<file path="config.mk">
export PLATFORM = sky130hd
export DESIGN_NAME = vid_invert_stage
export DESIGN_NICKNAME = d
export VERILOG_FILES = /design/src/rtl/vid_pkg.sv /design/src/rtl/vid_ingress.sv /design/src/rtl/vid_pixel_op.sv /design/src/rtl/vid_skid_out.sv /design/src/rtl/vid_invert_stage.sv
export SDC_FILE = /design/constraint.sdc
export NUM_CORES = 1
export LEC_CHECK = 0
export BUFFER_PORTS_ARGS = -buffer_cell sky130_fd_sc_hd__buf_2
export CAP_MARGIN = 5
export CORE_UTILIZATION = 44
export CTS_CLUSTER_SIZE = 12
export DETAILED_ROUTE_END_ITERATION = 8
export GPL_TIMING_DRIVEN = 0
export SETUP_SLACK_MARGIN = 0.02
export SLEW_MARGIN = 20
export SYNTH_ARGS = -nofsm -noshare
export SYNTH_HDL_FRONTEND = slang
export SYNTH_SLANG_ARGS = --single-unit
</file>
<file path="constraint.sdc">
create_clock -name clk -period 3.2 [get_ports clk]
set_input_delay 0.16 -clock clk [delete_from_list [all_inputs] [get_ports clk]]
set_output_delay 0.16 -clock clk [all_outputs]
set_load 0.05 [all_outputs]
</file>
<file path="src/rtl/vid_pkg.sv">
// Package: shared widths and the beat record used by the inversion stage.
// Assumes three components per pixel and a 4-bit type field in the type beat.
package vid_pkg;
    localparam int COMP_W = 8;
    localparam int N_COMP = 3;
    localparam int DATA_W = COMP_W * N_COMP;
    localparam int TYPE_W = 4;

    typedef struct packed {
        logic              sop;
        logic              eop;
        logic [DATA_W-1:0] data;
    } beat_t;
endpackage

</file>
<file path="src/rtl/vid_ingress.sv">
// Ingress stage: drives input ready, applies the one-cycle ready latency
// to decide which offered beats are taken, tracks whether the open packet
// is video, and registers each taken beat with a flag telling the next
// stage whether to invert it. Assumes skid_empty comes from the output store.
module vid_ingress
    import vid_pkg::*;
(
    input  logic              clk,
    input  logic              rst_n,
    input  logic              skid_empty,
    output logic              in_ready,
    input  logic              in_valid,
    input  logic [DATA_W-1:0] in_data,
    input  logic              in_sop,
    input  logic              in_eop,
    output logic              s1_valid,
    output beat_t             s1_beat,
    output logic              s1_inv
);
    logic run_q;
    logic rdy_d;
    logic video_q;
    logic video_n;
    logic inv_n;
    logic take;

    // Input ready: up after reset, and only while the skid store is empty.
    assign in_ready = run_q & skid_empty;

    // A beat is taken when valid follows a cycle with ready high.
    assign take = in_valid & rdy_d;

    // Packet classification for the beat being taken.
    always_comb begin
        video_n = video_q;
        inv_n   = 1'b0;
        if (in_sop) begin
            video_n = (in_data[TYPE_W-1:0] == '0);
        end else begin
            inv_n = video_q;
        end
        if (in_eop) begin
            video_n = 1'b0;
        end
    end

    // Control registers: run flag, delayed ready and packet state.
    always_ff @(posedge clk) begin
        if (!rst_n) begin
            run_q    <= 1'b0;
            rdy_d    <= 1'b0;
            video_q  <= 1'b0;
            s1_valid <= 1'b0;
        end else begin
            run_q    <= 1'b1;
            rdy_d    <= in_ready;
            s1_valid <= take;
            if (take) begin
                video_q <= video_n;
            end
        end
    end

    // Stage-one data register.
    always_ff @(posedge clk) begin
        if (!rst_n) begin
            s1_beat <= '0;
            s1_inv  <= 1'b0;
        end else if (take) begin
            s1_beat.sop  <= in_sop;
            s1_beat.eop  <= in_eop;
            s1_beat.data <= in_data;
            s1_inv       <= inv_n;
        end
    end
endmodule

</file>
<file path="src/rtl/vid_pixel_op.sv">
// Pixel stage: inverts every component of a flagged beat and registers
// the result. Assumes an unsigned component, so max-minus-value is the
// bitwise complement.
module vid_pixel_op
    import vid_pkg::*;
(
    input  logic  clk,
    input  logic  rst_n,
    input  logic  s1_valid,
    input  beat_t s1_beat,
    input  logic  s1_inv,
    output logic  s2_valid,
    output beat_t s2_beat
);
    logic [DATA_W-1:0] op_data;

    // One inverter per component.
    for (genvar c = 0; c < N_COMP; c++) begin : g_comp
        assign op_data[c*COMP_W +: COMP_W] = s1_inv ? ~s1_beat.data[c*COMP_W +: COMP_W]
                                                    :  s1_beat.data[c*COMP_W +: COMP_W];
    end

    // Stage-two register; it never stalls.
    always_ff @(posedge clk) begin
        if (!rst_n) begin
            s2_valid <= 1'b0;
            s2_beat  <= '0;
        end else begin
            s2_valid <= s1_valid;
            if (s1_valid) begin
                s2_beat.sop  <= s1_beat.sop;
                s2_beat.eop  <= s1_beat.eop;
                s2_beat.data <= op_data;
            end
        end
    end
endmodule

</file>
<file path="src/rtl/vid_skid_out.sv">
// Output stage: a registered output that presents a beat only after a
// cycle with downstream ready, plus a skid store for beats that arrive
// while the output is blocked. Assumes DEPTH >= 4, which covers the two
// pipeline stages plus the two beats a one-cycle ready latency lets through.
module vid_skid_out
    import vid_pkg::*;
#(
    parameter int DEPTH = 4,
    localparam int PTR_W = (DEPTH > 1) ? $clog2(DEPTH) : 1,
    localparam int CNT_W = $clog2(DEPTH + 1)
) (
    input  logic             clk,
    input  logic             rst_n,
    input  logic             s2_valid,
    input  beat_t            s2_beat,
    input  logic             out_ready,
    output logic             out_valid,
    output beat_t            out_beat,
    output logic [CNT_W-1:0] skid_cnt,
    output logic             skid_empty
);
    beat_t            mem [DEPTH];
    logic [PTR_W-1:0] wr_q;
    logic [PTR_W-1:0] rd_q;
    logic             have;
    logic             pop;
    logic             take_s2;
    logic             push;

    function automatic logic [PTR_W-1:0] ptr_inc(input logic [PTR_W-1:0] p);
        return (p == PTR_W'(DEPTH - 1)) ? '0 : p + 1'b1;
    endfunction

    assign have       = (skid_cnt != '0);
    assign skid_empty = !have;
    assign pop        = out_ready & have;
    assign take_s2    = out_ready & !have & s2_valid;
    assign push       = s2_valid & !take_s2;

    // Skid storage write.
    always_ff @(posedge clk) begin
        if (push) begin
            mem[wr_q] <= s2_beat;
        end
    end

    // Skid pointers and occupancy.
    always_ff @(posedge clk) begin
        if (!rst_n) begin
            wr_q     <= '0;
            rd_q     <= '0;
            skid_cnt <= '0;
        end else begin
            if (push) wr_q <= ptr_inc(wr_q);
            if (pop)  rd_q <= ptr_inc(rd_q);
            skid_cnt <= skid_cnt + CNT_W'(push) - CNT_W'(pop);
        end
    end

    // Output register: oldest beat first, skid ahead of the pipeline.
    always_ff @(posedge clk) begin
        if (!rst_n) begin
            out_valid <= 1'b0;
            out_beat  <= '0;
        end else begin
            out_valid <= out_ready & (have | s2_valid);
            if (pop) begin
                out_beat <= mem[rd_q];
            end else if (take_s2) begin
                out_beat <= s2_beat;
            end
        end
    end
endmodule

</file>
<file path="src/rtl/vid_invert_stage.sv">
// Top: three-stage component-inversion stage on a packetized video
// stream with one-cycle ready latency on both ports. Stage one takes and
// classifies beats, stage two inverts, stage three is the output register
// backed by a skid store. Assumes SKID_DEPTH >= 4.
module vid_invert_stage
    import vid_pkg::*;
#(
    parameter int SKID_DEPTH = 4
) (
    input  logic              clk,
    input  logic              rst_n,
    output logic              in_ready,
    input  logic              in_valid,
    input  logic [DATA_W-1:0] in_data,
    input  logic              in_sop,
    input  logic              in_eop,
    input  logic              out_ready,
    output logic              out_valid,
    output logic [DATA_W-1:0] out_data,
    output logic              out_sop,
    output logic              out_eop
);
    localparam int SKID_CNT_W = $clog2(SKID_DEPTH + 1);

    logic                  skid_empty;
    logic [SKID_CNT_W-1:0] skid_cnt;
    logic                  s1_valid;
    beat_t                 s1_beat;
    logic                  s1_inv;
    logic                  s2_valid;
    beat_t                 s2_beat;
    beat_t                 out_beat;

    vid_ingress u_ingress (
        .clk        (clk),
        .rst_n      (rst_n),
        .skid_empty (skid_empty),
        .in_ready   (in_ready),
        .in_valid   (in_valid),
        .in_data    (in_data),
        .in_sop     (in_sop),
        .in_eop     (in_eop),
        .s1_valid   (s1_valid),
        .s1_beat    (s1_beat),
        .s1_inv     (s1_inv)
    );

    vid_pixel_op u_pixel (
        .clk      (clk),
        .rst_n    (rst_n),
        .s1_valid (s1_valid),
        .s1_beat  (s1_beat),
        .s1_inv   (s1_inv),
        .s2_valid (s2_valid),
        .s2_beat  (s2_beat)
    );

    vid_skid_out #(.DEPTH(SKID_DEPTH)) u_out (
        .clk        (clk),
        .rst_n      (rst_n),
        .s2_valid   (s2_valid),
        .s2_beat    (s2_beat),
        .out_ready  (out_ready),
        .out_valid  (out_valid),
        .out_beat   (out_beat),
        .skid_cnt   (skid_cnt),
        .skid_empty (skid_empty)
    );

    assign out_data = out_beat.data;
    assign out_sop  = out_beat.sop;
    assign out_eop  = out_beat.eop;
endmodule

</file>
After elaboration in Yosys (flattened, before gate mapping)
Memory sizes are Yosys's and may differ from the RTL's. A register that Yosys moved wholly into a read port is not among the register bits.
Cells that the tools add are included.

storage, ports and cells
  register bits = 92
  RAM bits = 104
  bits of input ports = 30
  output and inout bits = 28
  word-level logic and storage cells = 59
  memories kept = 1

cells by class
  $add $sub $neg = 4
  equal/unequal tests = 2
  multiplexer cells = 15
  bitwise logic cells = 11
  reductions and logical operators = 7

memory list
  memory     depth  bits a word  rd ports  clocked after memory_dff  wr ports  RTL line            source
  u_out.mem  4      26           1         1                         1         vid_skid_out.sv:22  beat_t mem [DEPTH];

operators by type and width
  operator                                                        count
  26-bit two-way mux                                              2
  8-bit two-way mux                                               3
  8-bit inverter                                                  3
  2-bit two-way mux                                               4
  1-bit AND                                                       7
  1-bit two-way mux                                               6
  2-bit by 1-bit adder with 2-bit output (second input constant)  2
  2-bit == test (second input constant)                           2
  4-bit zero test                                                 1
  2-bit nonzero test                                              2
  3-bit by 1-bit adder with 3-bit output                          1
  3-bit nonzero test                                              1
  3-bit by 1-bit subtractor with 3-bit output                     1
  1-bit zero test                                                 2
  2-bit AND reduction                                             1
  1-bit OR                                                        1

Depth between registers and ports, before layout
Gate-level depths: netlist (run 1).

  depth after elaboration = 8
  gate-level depth with buffers = 13
  depth with buffers taken out = 10

Cells and area by module
Synthesis (run 1) repeated with hierarchy kept, for this count alone.

unflattened totals
  cells, all modules = 581
  area total of the unflattened synthesis = 7,901.3 um2

modules (own cells, without submodules)
  module        times used  cells each  area an instance (um2)  sequential area each (um2)
  vid_skid_out  1           335         5,537.8                 3,843.7
  vid_ingress   1           131         1,234.9                 620.6
  vid_pixel_op  1           115         1,128.6                 540.5

Worst setup path before layout (run 1)
No wires, ideal clock.

  path kind = reg-to-reg
  start point = register u_out.skid_cnt[1]
  end point = register u_out.skid_cnt[2]
  setup time = 0.115 ns
  arrival time = 2.298 ns
  required time = 3.085 ns
  path slack = 0.787 ns
  stages on the path, launching flop included = 13
  path buffers = 2
  clock period less this slack = 2.413 ns
  cells stage by stage = dfxtp_1 -> o31ai_2 -> buf_2 -> buf_4 -> inv_1 -> ha_1 -> inv_1 -> ha_1 -> inv_1 -> fa_1 -> xnor2_1 -> xnor2_1 -> and2_1

on the way
  elaborated cells between the ends (all ways) = 9
  those cells by class = add/sub: 2; bitwise: 4; reduce/logical: 3

RTL lines
  item                                         RTL line            source
  start: declaration                           vid_skid_out.sv:19  output logic [CNT_W-1:0] skid_cnt,
  start signal: assignment                     vid_skid_out.sv:56  skid_cnt <= skid_cnt + CNT_W'(push) - CNT_W'(pop);
  3-bit nonzero test                           vid_skid_out.sv:34  assign have = (skid_cnt != '0);
  1-bit AND                                    vid_skid_out.sv:36  assign pop = out_ready & have;
  via u_out.pop                                vid_skid_out.sv:26  logic pop;
  3-bit by 1-bit subtractor with 3-bit output  vid_skid_out.sv:56

The timed path passes the listed nets, and every way through them passes these cells.
A chain may end at the register's enable or synchronous reset.

Final worst setup path (run 1)
Ends and elaborated chain as after synthesis.

==> results of run 1 <==
## where the power goes
part           internal (mW)  total, mW  switching [mW]
clock network           1.12       2.06           0.934
logic                  0.629       1.80            1.17
registers               2.87       3.02           0.149
total                   4.62       6.88            2.25
## through the flow
step	std cells	hold slack, ps
floorplan	585	188
global placement	866	342
detailed placement	870	346
CTS	929	10.4
global route	929	32.9
finish	929	25.8
## per-layer routing
layer / up-vias / global-route usage
met2: 118 / 0.307
met4: 0 / 0.0693
met1: 2277 / 0.242
met5: - / 0
li1: 2327 / -
met3: 12 / 0.0355
## placed cells by master, fill, tap and decap left out, drive strengths merged, types with 4 or more instances in the layout
cell / n
a21boi: 32
and2: 9
buf: 89
clkbuf: 31
clkinv: 8
dfxtp: 94
dlygate4sd3: 27
edfxtp: 104
ha: 7
inv: 9
mux2i: 4
mux4: 26
nand2: 86
nor2: 54
nor3: 27
o211a: 24
o31ai: 27
xnor2: 26
## cells by family (layout without fill, tap and decap cells)
family,count (synthesis),in the layout
flip-flops,198,198
AND/OR/NAND/NOR,187,187
AO/OA/AOI/OAI,87,87
buffers and inverters,49,168
multiplexers,30,30
XOR/XNOR,26,26
adder cells (fa/ha/maj),8,8
## worst paths after layout
check	endpoint	startpoint
worst min-delay path	u_ingress.s1_beat[25]	in_sop
worst max register to register	u_out.skid_cnt[2]	u_out.skid_cnt[1]
worst min register to register	u_ingress.s1_beat[25]	u_ingress.s1_beat[25]
worst max-delay path	u_out.skid_cnt[2]	u_out.skid_cnt[1]
## final cells by class
cell class | instances | share of cell area
timing repair buffer | 87 | 0.0677
clock inverter | 14 | 0.0136
sequential | 198 | 0.537
inverter | 7 | 0.00282
multi-input combinational | 338 | 0.276
buffer | 42 | 0.0242
tap | 225 | 0.0302
clock buffer | 18 | 0.0484
## state kept, by name (all words and copies together) (netlist names), named ones only
| signal | flops |
|---|---|
| u_out.skid_cnt | 3 |
| u_ingress.s1_beat | 26 |
| u_out.mem | 104 |
| u_out.out_valid | 1 |
| u_ingress.s1_inv | 1 |
| u_ingress.run_q | 1 |
| u_out.rd_q | 2 |
| u_ingress.rdy_d | 1 |
| u_ingress.s1_valid | 1 |
| u_pixel.s2_beat | 26 |
| u_ingress.video_q | 1 |
| u_out.out_beat | 26 |
| u_out.wr_q | 2 |
| u_pixel.s2_valid | 1 |
## repair_timing
item                       in CTS  in global routing
hold buffers                   27                  0
hold endpoints to repair       27                  0
setup endpoints to repair       0                  0
## critical path: cells and delay by family (launching register included)
family	cells	cell delay (ps)
AO/OA/AOI/OAI	1	320
XOR/XNOR	2	270
AND/OR/NAND/NOR	1	150
buffers and inverters	5	720
adder cells (fa/ha/maj)	3	790
flip-flops	1	380
==> qor.yml, run 1 <==
worst_setup_path:
  crit_slowest_cell: "dfxtp_1"
  crit_type: "flip-flop to flip-flop"
  end_kind: "flip-flop"
  rrSetupSlack_ps: 460
  cp.required_ps: 3520
  r2r_cells: 12
  max_stage_delay_ps: 380
  cp-start-kind: "flip-flop"
  crit_chain: "o31ai_2 -> buf_2 -> buf_4 -> inv_1 -> ha_1 -> inv_1 -> ha_1 -> inv_1 -> fa_1 -> xnor2_1 -> xnor2_1 -> and2_1"
  critPathMostFrequentCell: "inv_1"
  cp_max_fo: 10
  cp.arrival_ps: 3060
sta:
  slew_headroom: 0.497
  period_minus_slack_ps: 2740
  setup_ws_ps: 458
  finalSetupTns_ps: 0
  rsz0062_at_grt: "false"
  tightest_slew_ps: 755
  drv_slew: 0
  post-route-period-util: 0.857
  setup_viol: 0
  max_freq_mhz: 365
  hold_violations: 0
  skew_ps: 6.42
run_status:
  outcome: "finished, final reports clean"
drt:
  routed_wl_um: 15700
  ant_nets: 0
  wl_met3_um: 782
  vias: 4734
  routedWlPerCell_um: 16.9
  drc: 0
  dr.pass1.iters: 6
  topRoutingLayerUsed: "met4"
  met2_length_um: 7680
  wl_met1_um: 7030
  drtIter0Drc: 274
  via_per_inst: 5.10
synthesis:
  netlist_area_sq_mm: 0.00782
  synth_top_family_by_area: "compound AO/OA/AOI/OAI gates"
  synth_mux_area_frac: 0.0800
  synth-xor-area-share: 0.0291
  synth_ff_type: "edfxtp_1"
  synth_common_cells: "edfxtp_1 (104), dfxtp_1 (94), nand2_1 (86)"
  synth_area_leaders: "edfxtp_1 (40%), dfxtp_1 (24%), mux4_2 (7.5%), nand2_1 (4.1%), o31ai_2 (3.2%)"
  synth.top_cell.area_share: 0.399
  syn-num-nets: 623
  synth_compound_area_frac: 0.104
  ys_seq_area_frac: 0.640
  synth_edf_count: 104
  yosys.area_share.simple: 0.101
  synthCells: 585
  yosysTopAreaCell: "edfxtp_1"
  yosysUniqueCellTypes: 34
  synthAdderAreaFrac: 0.0138
  ys_seq_elements: 198
  syn_avg_cell_area_sq_um: 13.4
  yosysMostFrequentCell: "edfxtp_1"
  async_flop_share: 0
  yosysWarnings: 0
power:
  ir_worst_vdd_uv: 431
  finalPower_mw: 6.88
  p_leak_nw: 3.41
  p_per_area_mw_per_mm2: 738
placement:
  placed_area_sq_mm: 0.00847
  hpwlAfterDp_um: 10600
  port_buffers: 56
  dp_slack_ps: 457
  gp_congestion: 0.716
grt:
  grt_first_pass_wirelength_um: 25200
  antenna_found_initial: 0
  grt_pass1_vias: 4777
  grt_max_degree: 24
  track_usage: 0.186
  globalRouteOverflowTotal: 0
clocking:
  tritoncts: "yes"
  htree_levels: 4
  ctsRootBufferMaster: "clkbuf_16"
  cts_setup_buffers: 0
  clkTransAtPathRegs_ps: 70
  cts-buffers-inserted: 17
  cts_resized: 0
  cts_sinks: 198
  clkLatencyLatePin_ps: 430
  cts_max_path_buffers: 2
finish:
  fin_util: 0.538
  regArea_sq_mm: 0.00500
  post-route-cell-area_sq_mm: 0.00931
  diodes: 0
  finalNetCount: 729
  final.fill_count: 1474
  syn_to_final_growth_pct: 19.1
  multi_input_area_sq_mm: 0.00257
  drive_gt1_frac: 0.239
hold_path:
  hp-class: "input port to flip-flop"
  holdPathStages: 3
floorplanning:
  dieArea_sq_mm: 0.0183
  die_h_um: 135
  dieWidth_um: 135
  core_sq_mm: 0.0173
  std_cell_rows: 48
  ioPinCount: 58
  initial_core_util: 0.452
flow_run:
  cap_violations: 0
(Power assumes the default switching activity.)
==> run 2, diff against run 1 <==
CORE_UTILIZATION = 52   (was 44)
PLACE_DENSITY = 0.73   (was default)
==> run 2 against run 1 <==
Compared with the run above: clock skew hardly changed; highest routed layer unchanged; maximum frequency is 0.38% lower; sequential power hardly changed; largest cell class unchanged; sequential cell count stayed put; critical path depth stayed put; total power is 1.2% higher; routed wire length is 0.59% higher.
==> qor.yml, run 2 (synthesis results as in run 1) <==
clocking:
  clkLatencyLatePin_ps: 430  # about the same
  clkTransAtPathRegs_ps: 70  # about the same
  cts_sinks: 198  # unchanged
  cts_resized: 0  # unchanged
  cts_max_path_buffers: 2  # unchanged
  htree_levels: 4  # unchanged
  tritoncts: "yes"  # unchanged
  ctsRootBufferMaster: "clkbuf_16"  # unchanged
  cts-buffers-inserted: 17  # unchanged
worst_setup_path:
  reg2reg_from: "u_out.skid_cnt[1]"  # unchanged
  crit_type: "flip-flop to flip-flop"  # unchanged
  end_kind: "flip-flop"  # unchanged
  cp-start-kind: "flip-flop"  # unchanged
  worstReg2RegEnd: "u_out.skid_cnt[2]"  # unchanged
  cp.arrival_ps: 3070  # was 3060 ps
  cp.required_ps: 3520  # about the same
  rrSetupSlack_ps: 450  # was 460 ps
  r2r_cells: 12  # unchanged
  cp_max_fo: 10  # unchanged
hold_path:
  min_to: "u_ingress.s1_beat[0]"  # was u_ingress.s1_beat[25]
  holdPathStages: 3  # unchanged
  hp-class: "input port to flip-flop"  # unchanged
  hold_start: "in_data[0]"  # was in_sop
finish:
  drive_gt1_frac: 0.235  # was 0.239
  largest_register: "u_out.mem"  # unchanged
  post-route-cell-area_sq_mm: 0.00922  # was 0.00931 sq mm
  final_cell_mix: "edfxtp_1 (104), dfxtp_1 (94), nand2_1 (86)"  # unchanged
  final_common_cell: "edfxtp_1"  # unchanged
  largest_reg_flops: 104  # unchanged
  diodes: 0  # unchanged
  syn_to_final_growth_pct: 17.9  # was 19.1%
  finalNetCount: 724  # was 729
  finalNonFillerCells: 883  # was 929
drt:
  routedWlPerCell_um: 17.9  # was 16.9 um
  via_per_inst: 5.42  # was 5.10
  drc: 0  # unchanged
  vias: 4790  # was 4,734
  drtIter0Drc: 306  # was 274
  routed_wl_um: 15800  # was 15,700 um
  dr.pass1.iters: 4  # was 6
  ant_nets: 0  # unchanged
run_status:
  outcome: "finished, final reports clean"  # unchanged
sta:
  rsz0062_at_grt: "false"  # unchanged
  max_freq_mhz: 363  # was 365 MHz
  finalSetupTns_ps: 0  # unchanged
  period_minus_slack_ps: 2750  # was 2740 ps
  whs_ps: 24.1  # was 25.8 ps
  post-route-period-util: 0.860  # was 0.857
  skew_ps: 6.62  # was 6.42 ps
  slew_headroom: 0.488  # was 0.497
  drv_slew: 0  # unchanged
  setup_viol: 0  # unchanged
  hold_violations: 0  # unchanged
  tightest_slew_ps: 768  # was 755 ps
floorplanning:
  dieArea_sq_mm: 0.0155  # was 0.0183 sq mm
  dieWidth_um: 125  # was 135 um
  die_h_um: 125  # was 135 um
  initial_core_util: 0.536  # was 0.452
  ioPinCount: 58  # unchanged
  core_sq_mm: 0.0146  # was 0.0173 sq mm
  std_cell_rows: 44  # was 48
power:
  finalPower_mw: 6.96  # was 6.88 mW
  ir_worst_vdd_uv: 422  # was 431 uV
  p_per_area_mw_per_mm2: 755  # was 738 mW/mm^2
  p_leak_nw: 3.40  # was 3.41 nW
placement:
  hpwlAfterDp_um: 10500  # was 10,600 um
  placed_area_sq_mm: 0.00838  # was 0.00847 sq mm
  port_buffers: 56  # unchanged
  gp_congestion: 0.758  # was 0.716
  numPlacedInstances: 827  # was 870
flow_run:
  cap_violations: 0  # unchanged
grt:
  antenna_found_initial: 0  # unchanged
  track_usage: 0.215  # was 0.186
  grt_max_degree: 27  # was 24
  globalRouteOverflowTotal: 0  # unchanged
  grt_pass1_vias: 4976  # was 4,777
  grt_first_pass_wirelength_um: 25300  # was 25,200 um
==> run 2: area by class of cell <==
cell class | count | area (sq um)
inverters | 7 | 26.3
well taps | 184 | 230
multi-input cells | 338 | 2570
clock buffers | 19 | 443
fillers | 1073 | 5370
plain buffers | 42 | 225
flip-flops and latches | 198 | 5000
repair buffers | 82 | 568
clock inverters | 13 | 155
==> run 2: worst max-delay path: stages (launching register included) <==
cell and delay, ps:
dfxtp_1 380, o31ai_2 340, buf_2 310, buf_4 240, inv_1 60, ha_1 270
inv_1 60, ha_1 140, inv_1 60, fa_1 370, xnor2_1 140, xnor2_1 130
and2_1 160
==> run 2: metal layers <==
metal / vias up / wire length (um) / track usage
met3: 26 / 892 / 0.0382
met5: - / 0 / 0
met2: 138 / 8030 / 0.362
li1: 2309 / - / -
met1: 2317 / 6510 / 0.271
met4: 0 / 328 / 0.0928
==> run 2: report_power, final <==
part           leakage, nW  internal (mW)  switching, mW
Clock                0.291           1.25          0.892
Sequential            1.73           2.87          0.152
Combinational         1.38          0.625           1.17
Total                 3.40           4.74           2.21
==> run 2: what timing repair did <==
item / in CTS / in global routing
hold buffers: 24 / 0
hold endpoints to repair: 24 / 0
setup buffers: 0 / 0
endpoints found under the setup margin: 0 / 0
==> run 2: how the worst max path moves through the flow <==
stage                                 start  cells past startpoint                end  slack [ps]
after global placement    u_out.skid_cnt[1]                     12  u_out.skid_cnt[2]         500
after detailed placement  u_out.skid_cnt[1]                     12  u_out.skid_cnt[2]         450
after CTS                 u_out.skid_cnt[1]                     12  u_out.skid_cnt[2]         420
final                     u_out.skid_cnt[1]                     12  u_out.skid_cnt[2]         450
after global routing      u_out.skid_cnt[1]                     12  u_out.skid_cnt[2]         250
after floorplan           u_out.skid_cnt[1]                     12  u_out.skid_cnt[2]         790
==> run 2: through the flow <==
stage,setup slack (ps),util
after floorplan,787,-
after global placement,502,0.571
after detailed placement,452,0.575
after CTS,418,0.632
after global routing,252,0.632
final,447,0.632
